==> src/rtl/txq_pkg.sv <==
// Shared types for the transmit FIFO controller.
// Assumes the control register fields sit in bits 7:0; bits 15:8 are reserved.
package txq_pkg;
    localparam int CTL_W = 16;

    // Control register fields; the declaration order fixes bit positions 7 down to 0.
    typedef struct packed {
        logic wide;      // bit 7: data length select (protected)
        logic mode_sel;  // bit 6: transfer mode select (protected)
        logic ser_en;    // bit 5: serial enable (protected)
        logic dma_mode;  // bit 4: route room request to DMA (protected)
        logic tc_ie;     // bit 3: completion interrupt enable
        logic room_ie;   // bit 2: room interrupt enable
        logic rx_en;     // bit 1: receive enable
        logic tx_en;     // bit 0: transmit enable
    } txq_ctl_t;

    localparam int CTL_USED = $bits(txq_ctl_t);
endpackage

==> src/rtl/txq_ctlreg.sv <==
// Control register with run-time write protection.
// Writes to the mode group (bits 7:4) only land when both enables currently read 0.
// Assumes one write strobe per cycle; reserved bits read as zero.
module txq_ctlreg
    import txq_pkg::*;
(
    input  logic             clk,
    input  logic             rst_n,
    input  logic             we,
    input  logic [CTL_W-1:0] wdata,
    output txq_ctl_t         ctl,
    output logic [CTL_W-1:0] rdata
);
    txq_ctl_t wr_val;
    logic     idle;

    // Purpose: view the incoming write as the field struct.
    assign wr_val = txq_ctl_t'(wdata[CTL_USED-1:0]);
    // Purpose: the protected group may change only while the port is stopped.
    assign idle   = !ctl.tx_en && !ctl.rx_en;

    // Purpose: hold the register, applying protection per field group.
    always_ff @(posedge clk) begin
        if (!rst_n) begin
            ctl <= '0;
        end else if (we) begin
            ctl.tx_en   <= wr_val.tx_en;
            ctl.rx_en   <= wr_val.rx_en;
            ctl.room_ie <= wr_val.room_ie;
            ctl.tc_ie   <= wr_val.tc_ie;
            if (idle) begin
                ctl.dma_mode <= wr_val.dma_mode;
                ctl.ser_en   <= wr_val.ser_en;
                ctl.mode_sel <= wr_val.mode_sel;
                ctl.wide     <= wr_val.wide;
            end
        end
    end

    // Purpose: read path with reserved bits forced low.
    assign rdata = {{(CTL_W-CTL_USED){1'b0}}, ctl};
endmodule

==> src/rtl/txq_store.sv <==
// Word storage, pointers, fill count and sticky overflow for the transmit FIFO.
// Assumes push_req is already qualified by transmit enable; a clear wins over push and pop.
// A push into a full store is dropped even when a pop happens in the same cycle.
module txq_store #(
    parameter  int DW    = 16,
    parameter  int DEPTH = 16,
    localparam int AW    = (DEPTH > 1) ? $clog2(DEPTH) : 1,
    localparam int CW    = $clog2(DEPTH + 1)
) (
    input  logic          clk,
    input  logic          rst_n,
    input  logic          clr,
    input  logic          push_req,
    input  logic [DW-1:0] wr_data,
    input  logic          pop_req,
    output logic [DW-1:0] rd_data,
    output logic          rd_valid,
    output logic [CW-1:0] count,
    output logic [CW-1:0] count_nxt,
    output logic          push_ok,
    output logic          pop_ok,
    output logic          ovf
);
    logic [DW-1:0] mem [DEPTH];
    logic [AW-1:0] wr_ptr, rd_ptr;
    logic [AW-1:0] wr_ptr_inc, rd_ptr_inc;
    logic          full;

    // Purpose: pointer advance, natural wrap for power-of-two depths, compare otherwise.
    generate
        if ((DEPTH & (DEPTH - 1)) == 0) begin : g_pow2
            assign wr_ptr_inc = wr_ptr + 1'b1;
            assign rd_ptr_inc = rd_ptr + 1'b1;
        end else begin : g_wrap
            assign wr_ptr_inc = (wr_ptr == AW'(DEPTH - 1)) ? '0 : wr_ptr + 1'b1;
            assign rd_ptr_inc = (rd_ptr == AW'(DEPTH - 1)) ? '0 : rd_ptr + 1'b1;
        end
    endgenerate

    // Purpose: accept or refuse this cycle's push and pop.
    assign full     = (count == CW'(DEPTH));
    assign rd_valid = (count != '0);
    assign push_ok  = push_req && !full && !clr;
    assign pop_ok   = pop_req && rd_valid && !clr;

    // Purpose: next fill count from the accepted operations.
    always_comb begin
        if (clr) begin
            count_nxt = '0;
        end else begin
            unique case ({push_ok, pop_ok})
                2'b10:   count_nxt = count + 1'b1;
                2'b01:   count_nxt = count - 1'b1;
                default: count_nxt = count;
            endcase
        end
    end

    // Purpose: write the accepted word into its slot.
    always_ff @(posedge clk) begin
        if (push_ok) begin
            mem[wr_ptr] <= wr_data;
        end
    end

    // Purpose: pointers, count and sticky overflow.
    always_ff @(posedge clk) begin
        if (!rst_n) begin
            wr_ptr <= '0;
            rd_ptr <= '0;
            count  <= '0;
            ovf    <= 1'b0;
        end else if (clr) begin
            wr_ptr <= '0;
            rd_ptr <= '0;
            count  <= '0;
            ovf    <= 1'b0;
        end else begin
            if (push_ok) wr_ptr <= wr_ptr_inc;
            if (pop_ok)  rd_ptr <= rd_ptr_inc;
            count <= count_nxt;
            if (push_req && full) ovf <= 1'b1;
        end
    end

    // Purpose: oldest word to the shifter.
    assign rd_data = mem[rd_ptr];
endmodule

==> src/rtl/txq_mark.sv <==
// Watermark register and hardware-only room flag.
// The flag rises after a pop whose resulting count is at or below the watermark,
// and falls after a lone push whose resulting count exceeds it.
// Assumes count_nxt already reflects the accepted push and pop of the cycle.
module txq_mark #(
    parameter int CW  = 5,
    parameter int WMW = 4
) (
    input  logic           clk,
    input  logic           rst_n,
    input  logic           clr,
    input  logic           wm_we,
    input  logic [WMW-1:0] wm_wdata,
    input  logic           pushed,
    input  logic           popped,
    input  logic [CW-1:0]  count_nxt,
    output logic [WMW-1:0] wm,
    output logic           flag
);
    logic at_or_below;

    // Purpose: compare the post-operation count with the watermark.
    assign at_or_below = (count_nxt <= CW'(wm));

    // Purpose: hold the watermark.
    always_ff @(posedge clk) begin
        if (!rst_n) begin
            wm <= '0;
        end else if (wm_we) begin
            wm <= wm_wdata;
        end
    end

    // Purpose: set and clear the room flag from hardware events only.
    always_ff @(posedge clk) begin
        if (!rst_n) begin
            flag <= 1'b1;
        end else if (clr) begin
            flag <= 1'b1;
        end else if (popped && at_or_below) begin
            flag <= 1'b1;
        end else if (pushed && !popped && !at_or_below) begin
            flag <= 1'b0;
        end
    end
endmodule

==> src/rtl/txq_route.sv <==
// Gates the room request and steers it to the DMA line or the CPU line.
// Completion events always go to the CPU line.
// Purely combinational; assumes registered inputs.
module txq_route (
    input  logic flag,
    input  logic room_ie,
    input  logic tc_ie,
    input  logic dma_mode,
    input  logic done,
    output logic dma_req,
    output logic cpu_irq
);
    logic room_req;
    logic done_req;

    // Purpose: enable gating and destination select.
    assign room_req = flag && room_ie;
    assign done_req = done && tc_ie;
    assign dma_req  = room_req && dma_mode;
    assign cpu_irq  = (room_req && !dma_mode) || done_req;
endmodule

==> src/rtl/txq_ctrl.sv <==
// Transmit FIFO controller top: control register, word store, watermark flag
// and request routing. Writes are accepted only while transmit enable is set.
// Assumes a single clock domain and a synchronous active-low reset.
module txq_ctrl
    import txq_pkg::*;
#(
    parameter  int DW    = 16,
    parameter  int DEPTH = 16,
    localparam int WMW   = (DEPTH > 1) ? $clog2(DEPTH) : 1,
    localparam int CW    = $clog2(DEPTH + 1),
    localparam int FCR_W = WMW + 4
) (
    input  logic             clk,
    input  logic             rst_n,
    input  logic             ctl_we,
    input  logic [CTL_W-1:0] ctl_wdata,
    output logic [CTL_W-1:0] ctl_rdata,
    input  logic             fcr_we,
    input  logic [FCR_W-1:0] fcr_wdata,
    output logic [WMW-1:0]   wmark,
    input  logic             wr_en,
    input  logic [DW-1:0]    wr_data,
    input  logic             pop_rdy,
    output logic             pop_valid,
    output logic [DW-1:0]    pop_data,
    output logic [CW-1:0]    fill_cnt,
    output logic             empty_flag,
    output logic             ovf_err,
    input  logic             xfer_done,
    output logic             dma_req,
    output logic             cpu_irq
);
    txq_ctl_t      ctl;
    logic          clr;
    logic          push_ok, pop_ok;
    logic [CW-1:0] count_nxt;

    // Purpose: FIFO clear strobe from bit 0 of the FIFO control write.
    assign clr = fcr_we && fcr_wdata[0];

    txq_ctlreg u_ctl (
        .clk   (clk),
        .rst_n (rst_n),
        .we    (ctl_we),
        .wdata (ctl_wdata),
        .ctl   (ctl),
        .rdata (ctl_rdata)
    );

    txq_store #(.DW(DW), .DEPTH(DEPTH)) u_store (
        .clk       (clk),
        .rst_n     (rst_n),
        .clr       (clr),
        .push_req  (wr_en && ctl.tx_en),
        .wr_data   (wr_data),
        .pop_req   (pop_rdy),
        .rd_data   (pop_data),
        .rd_valid  (pop_valid),
        .count     (fill_cnt),
        .count_nxt (count_nxt),
        .push_ok   (push_ok),
        .pop_ok    (pop_ok),
        .ovf       (ovf_err)
    );

    txq_mark #(.CW(CW), .WMW(WMW)) u_mark (
        .clk       (clk),
        .rst_n     (rst_n),
        .clr       (clr),
        .wm_we     (fcr_we),
        .wm_wdata  (fcr_wdata[FCR_W-1:4]),
        .pushed    (push_ok),
        .popped    (pop_ok),
        .count_nxt (count_nxt),
        .wm        (wmark),
        .flag      (empty_flag)
    );

    txq_route u_route (
        .flag     (empty_flag),
        .room_ie  (ctl.room_ie),
        .tc_ie    (ctl.tc_ie),
        .dma_mode (ctl.dma_mode),
        .done     (xfer_done),
        .dma_req  (dma_req),
        .cpu_irq  (cpu_irq)
    );
endmodule

==> config.mk <==
export PLATFORM = sky130hd
export DESIGN_NAME = txq_ctrl
export DESIGN_NICKNAME = d
export VERILOG_FILES = /design/src/rtl/txq_pkg.sv /design/src/rtl/txq_ctlreg.sv /design/src/rtl/txq_store.sv /design/src/rtl/txq_mark.sv /design/src/rtl/txq_route.sv /design/src/rtl/txq_ctrl.sv
export SDC_FILE = /design/constraint.sdc
export NUM_CORES = 1
export LEC_CHECK = 0
export BUFFER_PORTS_ARGS = -buffer_cell sky130_fd_sc_hd__buf_2
export CORE_ASPECT_RATIO = 0.8
export CORE_UTILIZATION = 44
export DETAILED_ROUTE_END_ITERATION = 8
export PLACE_DENSITY = 0.68
export SYNTH_ARGS = -nofsm -noshare
export SYNTH_HDL_FRONTEND = slang
export SYNTH_SLANG_ARGS = --single-unit
==> constraint.sdc <==
create_clock -name clk -period 4.5 [get_ports clk]
set_clock_uncertainty 0.05 [all_clocks]
set_input_delay 0.675 -clock clk [delete_from_list [all_inputs] [get_ports clk]]
set_output_delay 0.675 -clock clk [all_outputs]
set_load 0.005 [all_outputs]
==> summary.md, run 1 <==
| Metric | Value |
|---|---|
| Outcome | finished, final reports clean |
| Post-synth EDFFs | 256 |
| Port Buffers | 73 |
| Top Ports | 93 |
| Worst Tran Pin Value | 1.22 ns |
| Setup_tns | 0 ns |
| Clock slew at reported path FFs | 0.06 ns |
| Layout area overhead | 13.4% |
| Register area share after synthesis | 72.9% |
| Switching power total | 1.03 mW |
| Worst VDD drop | 0.264 mV |
| Dominant synthesized flop cell | edfxtp_1 |
| Post-CTS repair timing setup buffer count | 0 |
| Hold-critical path depth | 3 |
| Antenna-violating nets left | 0 |
| Post-DP Area | 12100 um^2 |
| Fin crit period | 3.70 ns |
| Crit-path most repeated cell | ha_1 |
| Max frequency | 270 MHz |
| CTS Buf Count | 29 |
| CP cell instances | or4_1, o21ai_1, nor2_1, ha_1, xor2_1, ha_1, a21oi_1, xnor2_1, or3_1, a21oi_1, ha_1, nand4_1, nand2_1, o211ai_1, nand2_1 |
| Vias per cell | 5.52 |
| Antenna violations before repair | 1 |
| DP Worst Slack | 0.818 ns |
| Slew HR | 18.9% |
| RePlAce Congestion | 0.753 |
| WP data required | 4.87 ns |
| Hold Path Class | primary input to flip-flop |
| Clock root cell | clkbuf_16 |
| Synthesized flop and latch total | 287 |
| Worst Path Arrival | 4.07 ns |
| Core Util, Final | 51.0% |
| Cell taking the most area after synthesis | edfxtp_1 |
| Tot GR Track Use | 17.4% |
| Synthesized area per cell | 20.3 um^2 |
| Num Clock Sinks | 287 |
| Final period utilization | 82.2% |
| Dpl hpwl | 13000 um |
| Setup Crit Path Kind | flip-flop to flip-flop |
| PostCTS Resize Cnt | 0 |
| Vert. Die Dim | 146 um |
| Power share of the sequential group | 55.6% |
| Final setup fails | 0 |
| CTS tree | yes |
| Fin worst setup slack | 0.801 ns |
| RSZ-0062 raised after global routing | no |
| Max-cap violations | 0 |
| H-tree levels | 1 |
| Clock power frac | 41.7% |
| Detailed Routing Iterations Pass 1 | 5 |
| Syn Std Cell Area | 11400 um^2 |
| Layout Cells excl Fill | 992 |
| Post-synth top area share | 67.4% |
| Ys Warns | 0 |
| Pleak | 4.24 nW |
| Area contributors post-synth | edfxtp_1 67%, mux4_2 16%, dfxtp_1 5.4% |
| Deepest clock path buffer count | 3 |
| Switching share of power | 19.7% |
| First-pass GRT wire length | 34500 um |
| CP max stage delay | 0.53 ns |
| Clk_lat worst skew | 0.53 ns |
| Crit path capture type | flip-flop |
| R2R depth | 15 |
| Cell internal pwr | 4.22 mW |
| Vias in the first global route | 5715 |
| Iter 0 DRT Violations | 422 |
| Starting density of the core | 44.9% |
| Worst Path Max Fanout | 10 |
| Share of cells above drive strength 1 | 31.5% |
| Final Cell Area | 12900 um^2 |
| Total gr overflow | 0 |
| Master of the slowest instance on the critical path | or4_1 |
| PwrDens | 406 nW/um^2 |
| Placed cell count | 937 |
| Final nets | 704 |
| Largest net degree at the start of global routing | 39 |
| Gate power share | 2.7% |
| Vias | 5474 |
| WL final | 22300 um |
| Worst setup SP type | flip-flop |
| DR DRC count | 0 |
| Core outline area | 25400 um^2 |
| Pins Over Slew Limit | 0 |
| Synth Instances | 561 |
| Die area | 26600 um^2 |
| Chip width | 182 um |
| Asr flop ratio synth | 0% |
| Hold Fails Final Rpt | 0 |
| Cell Rows | 52 |
| Distinct cells, synth | 47 |
| Routed WL per cell | 22.5 um |
| Hold Buf Count CTS | 0 |
worst max-delay path: cells and delay by family, from the launching register on:
family | cells | cell delay, ns
adder cells (fa/ha/maj) | 3 | 0.83
AO/OA/AOI/OAI | 4 | 0.79
flip-flops | 1 | 0.40
XOR/XNOR | 2 | 0.28
AND/OR/NAND/NOR | 6 | 1.23
synthesized netlist by cell type (9+ instances only):
cell type and number:
nand2_1 15, mux4_2 80, inv_1 10, nor2_1 19, buf_2 9, mux2i_1 14, buf_4 11, ha_1 13
and2_1 14, dfxtp_1 31, clkbuf_1 12, edfxtp_1 256, nor2b_1 12, a21oi_1 9
final cells by class:
| class | instances | area [um^2] |
|---|---|---|
| Inverter | 11 | 41.3 |
| Fill cell | 1998 | 12400 |
| Clock inverter | 12 | 87.6 |
| Multi-Input combinational cell | 232 | 2850 |
| Sequential cell | 287 | 8310 |
| Tap cell | 324 | 405 |
| Timing Repair Buffer | 83 | 453 |
| Clock buffer | 41 | 771 |
| Antenna cell | 2 | 5.00 |
metrics by stage:
stage / power, mW / hold WS (ns)
floorplan: 3.06 / 0.415
global placement: 3.11 / 0.409
detailed placement: 3.12 / 0.416
CTS: 5.29 / 0.339
global route: 5.42 / 0.359
finish: 5.25 / 0.356
flip-flops by register name, summed over array words and instances, names as in the netlist, named ones only:
register and flops:
u_store.count 5, u_store.wr_ptr 4, u_store.mem 256, u_mark.flag 1, u_store.ovf 1, u_store.rd_ptr 4, u_mark.wm 4, u_ctl.ctl 8
path summary, 6_finish.rpt:
check	from	end	slack, ns
max	u_store.count[1]$_SDFF_PP0_	u_mark.flag$_SDFFE_PP1P_	0.80
min	ctl_wdata[5]	u_ctl.ctl[5]$_SDFFE_PN0P_	0.36
max reg2reg	u_store.count[1]$_SDFF_PP0_	u_mark.flag$_SDFFE_PP1P_	0.80
min reg2reg	u_store.ovf$_SDFFE_PP0P_	u_store.ovf$_SDFFE_PP0P_	0.42
per-layer routing:
layer,routed length (um),part of all wire [%],vias to the layer above,track usage [%]
li1,-,-,2412,-
met1,9570,43,2854,24.3
met2,11100,50,179,28.9
met3,1320,5.9,29,3.03
met4,289,1.3,0,3.99
met5,0,0,-,0
layout by cell type, fill, tap and decap left out, drive strengths merged, types with 8 or more instances in the layout:
master	synthesis	final
mux2i	14	14
nor2	19	19
and2	15	15
clkinv	0	9
mux4	80	80
conb	1	8
clkbuf	14	41
and3	8	8
dfxtp	31	31
edfxtp	256	256
nand2	15	15
buf	24	83
nor2b	12	12
a21oi	9	9
ha	13	13
inv	11	11
power by group through the flow:
stage                     sequential [mW]  clock, mW  combinational, mW
after floorplan                      2.97          0             0.0826
after global placement               2.98          0              0.132
after detailed placement             2.98          0              0.141
after CTS                            2.92       2.23              0.141
after global routing                 2.92       2.34              0.155
final                                2.92       2.19              0.140
cells by family (layout without fill, tap and decap cells):
logic type	count (synthesis)	after routing	share of synthesized area, %
buffers and inverters	49	147	2.31
AO/OA/AOI/OAI	21	21	1.35
XOR/XNOR	10	10	0.768
adder cells (fa/ha/maj)	13	13	1.43
multiplexers	94	94	17.0
other	1	10	0.0329
AND/OR/NAND/NOR	86	86	4.18
flip-flops	287	287	72.9
No activity file was read; power rests on OpenSTA's default activity.
==> inputs of run 2 (changes only) <==
PLACE_DENSITY = 0.7   (was 0.68)
clock period = 3 ns   (was 4.5 ns; I/O delays follow)
==> run 2 against run 1 <==
Against the previous run: the run now ends with setup timing left; critical path depth fell by 2; flip-flop and latch count did not move; setup slack got worse by 0.98 ns; routed wire length rose by 3.6%; register-to-register slack got worse by 0.98 ns; first-iteration DRC count rose by 36%; clock power rose by 61%; final cell count rose by 4.4%; utilization rose by 2.4 points; fmax rose by 16%.
==> summary.md, run 2 (synthesis results as in run 1) <==
| Metric | Value |
|---|---|
| Hold Path Class | primary input to flip-flop |
| CP max stage delay | 0.54 ns |
| Max frequency | 314 MHz |
| Total gr overflow | 0 |
| Setup Crit Path Kind | flip-flop to flip-flop |
| Hold endpoint | u_ctl.ctl[6]$_SDFFE_PN0P_ |
| Antenna-violating nets left | 0 |
| Iter 0 DRT Violations | 576 |
| Most frequent cells in the layout | 256 x edfxtp_1, 80 x mux4_2, 73 x buf_2 |
| Vias in the first global route | 5907 |
| Max-cap violations | 0 |
| Outcome | finished, violations left |
| Clock root cell | clkbuf_16 |
| Total Power | 8.14 mW |
| Vert. Die Dim | 146 um |
| Worst Path Arrival | 3.61 ns |
| Deepest clock path buffer count | 3 |
| Hold Buf Count CTS | 0 |
| RSZ-0062 raised after global routing | yes |
| Share of cells above drive strength 1 | 38.5% |
| Clk_lat worst skew | 0.54 ns |
| Chip width | 182 um |
| Master of the slowest instance on the critical path | or4_4 |
| Crit path capture type | flip-flop |
| Met1 Use GR | 24.8% |
| Final nets | 751 |
| Port Buffers | 73 |
| Top flop regs | u_store.mem (256), u_ctl.ctl (8), u_store.count (5) |
| Layout area overhead | 18.8% |
| Antenna violations before repair | 0 |
| Fin worst setup slack | -0.184 ns |
| RePlAce Congestion | 0.800 |
| Reg with most FFs | u_store.mem |
| Commonest non-fill, non-tap cell in the layout | edfxtp_1 |
| Worst flop-to-flop path startpoint | u_store.count[1]$_SDFF_PP0_ |
| DR DRC count | 0 |
| Worst setup SP type | flip-flop |
| Core outline area | 25400 um^2 |
| Post-DP Area | 12400 um^2 |
| CTS tree | yes |
| CTS Buf Count | 29 |
| Failing checks | setup timing |
| GR met3 Demand/Resource | 2.63% |
| H-tree levels | 1 |
| Core Util, Final | 53.3% |
| Slew HR | 51.2% |
| Worst R2R Setup Slack | -0.18 ns |
| Number of flip-flops under the largest register name | 256 |
| Final setup fails | 2 |
| Hold-critical path depth | 3 |
| First-pass GRT wire length | 35200 um |
| WL final | 23100 um |
| Detailed Routing Iterations Pass 1 | 5 |
| Tot GR Track Use | 17.8% |
| R2R depth | 13 |
| CP cell instances | or4_4, o21ai_4, nor2_4, ha_4, xor2_2, ha_2, buf_4, or4b_4, o2111ai_4, mux2i_1, nor4_2, o211ai_1, nand2_1 |
| Worst flop-to-flop path endpoint | u_mark.flag$_SDFFE_PP1P_ |
| Worst Path Max Fanout | 4 |
| Top Ports | 93 |
| Routed WL per cell | 22.3 um |
| Worst VDD drop | 0.461 mV |
| Pins Over Slew Limit | 0 |
| Num Clock Sinks | 287 |
| Clock slew at reported path FFs | 0.06 ns |
| Vias per cell | 5.45 |
| Final period utilization | 106% |
| Hold Fails Final Rpt | 0 |
| Worst Tran Pin Value | 0.731 ns |
| Die area | 26600 um^2 |
| Pleak | 4.56 nW |
| WP data required | 3.43 ns |
| Dpl hpwl | 13400 um |
| Vias | 5648 |
| PwrDens | 602 nW/um^2 |
| Top Usage Layer GRT | met2 |
| Hold Startpoint | ctl_wdata[6] |
| Largest net degree at the start of global routing | 27 |
| Final Cell Area | 13500 um^2 |
| Cell Rows | 52 |
| GR Util met2 | 29.6% |
| Starting density of the core | 44.9% |
| Fin crit period | 3.18 ns |
run 2: cell types whose count changed in the layout (fill, tap and decap cells not counted), moves of 3 or more:
cell / previous run / this run
buf_4: 9 / 50
bufinv_16: 1 / 4
clkbuf_1: 12 / 4
clkinv_1: 5 / 8
run 2: worst max path at each step:
stage | from | endpoint | slack [ns] | cells after the start
finish | u_store.count[1]$_SDFF_PP0_ | u_mark.flag$_SDFFE_PP1P_ | -0.18 | 13
global route | u_store.count[1]$_SDFF_PP0_ | u_mark.flag$_SDFFE_PP1P_ | -0.33 | 17
CTS | u_store.count[1]$_SDFF_PP0_ | u_mark.flag$_SDFFE_PP1P_ | -0.20 | 16
detailed placement | u_store.count[2]$_SDFF_PP0_ | u_mark.flag$_SDFFE_PP1P_ | -0.17 | 16
global placement | u_store.count[2]$_SDFF_PP0_ | u_mark.flag$_SDFFE_PP1P_ | -0.09 | 16
floorplan | u_store.count[1]$_SDFF_PP0_ | u_mark.flag$_SDFFE_PP1P_ | -0.17 | 17
run 2: critical path, delay by kind of cell, from the launching register on:
family / cells / cell delay [ns]
simple gates: 5 / 1.43
compound gates: 3 / 0.54
fa+ha+maj: 2 / 0.37
flops: 1 / 0.34
xor+xnor: 1 / 0.14
buf+inv: 1 / 0.14
mux: 1 / 0.11
run 2: area by class of cell:
type,instances,area [um^2]
sequential,287,8320
timing repair buffer,130,906
clock inverter,18,184
antenna,1,2.50
clock buffer,33,741
tap,324,405
inverter,11,41.3
fill,1931,11800
multi-input combinational,232,2940
run 2: timing repair:
action                                  in CTS  in global routing
pin swaps                                   12                  2
gates cloned                                 1                  2
resized for setup                            6                 10
endpoints found under the setup margin      17                  9
setup buffers                                6                  2
run 2: power by group:
group / internal, mW / switching (mW)
combinational: 0.113 / 0.135
clock: 2.10 / 1.42
sequential: 4.36 / 0.0131
run 2: metrics by stage:
step | hold WS [ns] | TNS, ns | setup slack (ns) | instances
2_1_floorplan | 0.415 | -0.225 | -0.169 | 568
3_3_place_gp | 0.405 | -0.0901 | -0.0901 | 973
3_5_place_dp | 0.409 | -0.167 | -0.167 | 973
4_1_cts | 0.110 | -0.232 | -0.195 | 1031
5_1_grt | 0.137 | -0.562 | -0.326 | 1035
6_report | 0.134 | -0.266 | -0.184 | 1036
run 2: per-layer routing:
metal	share of wire (%)	vias to the layer above
li1	-	2512
met1	44	2920
met2	49	184
met3	5.4	32
met4	1.7	0
met5	0	-
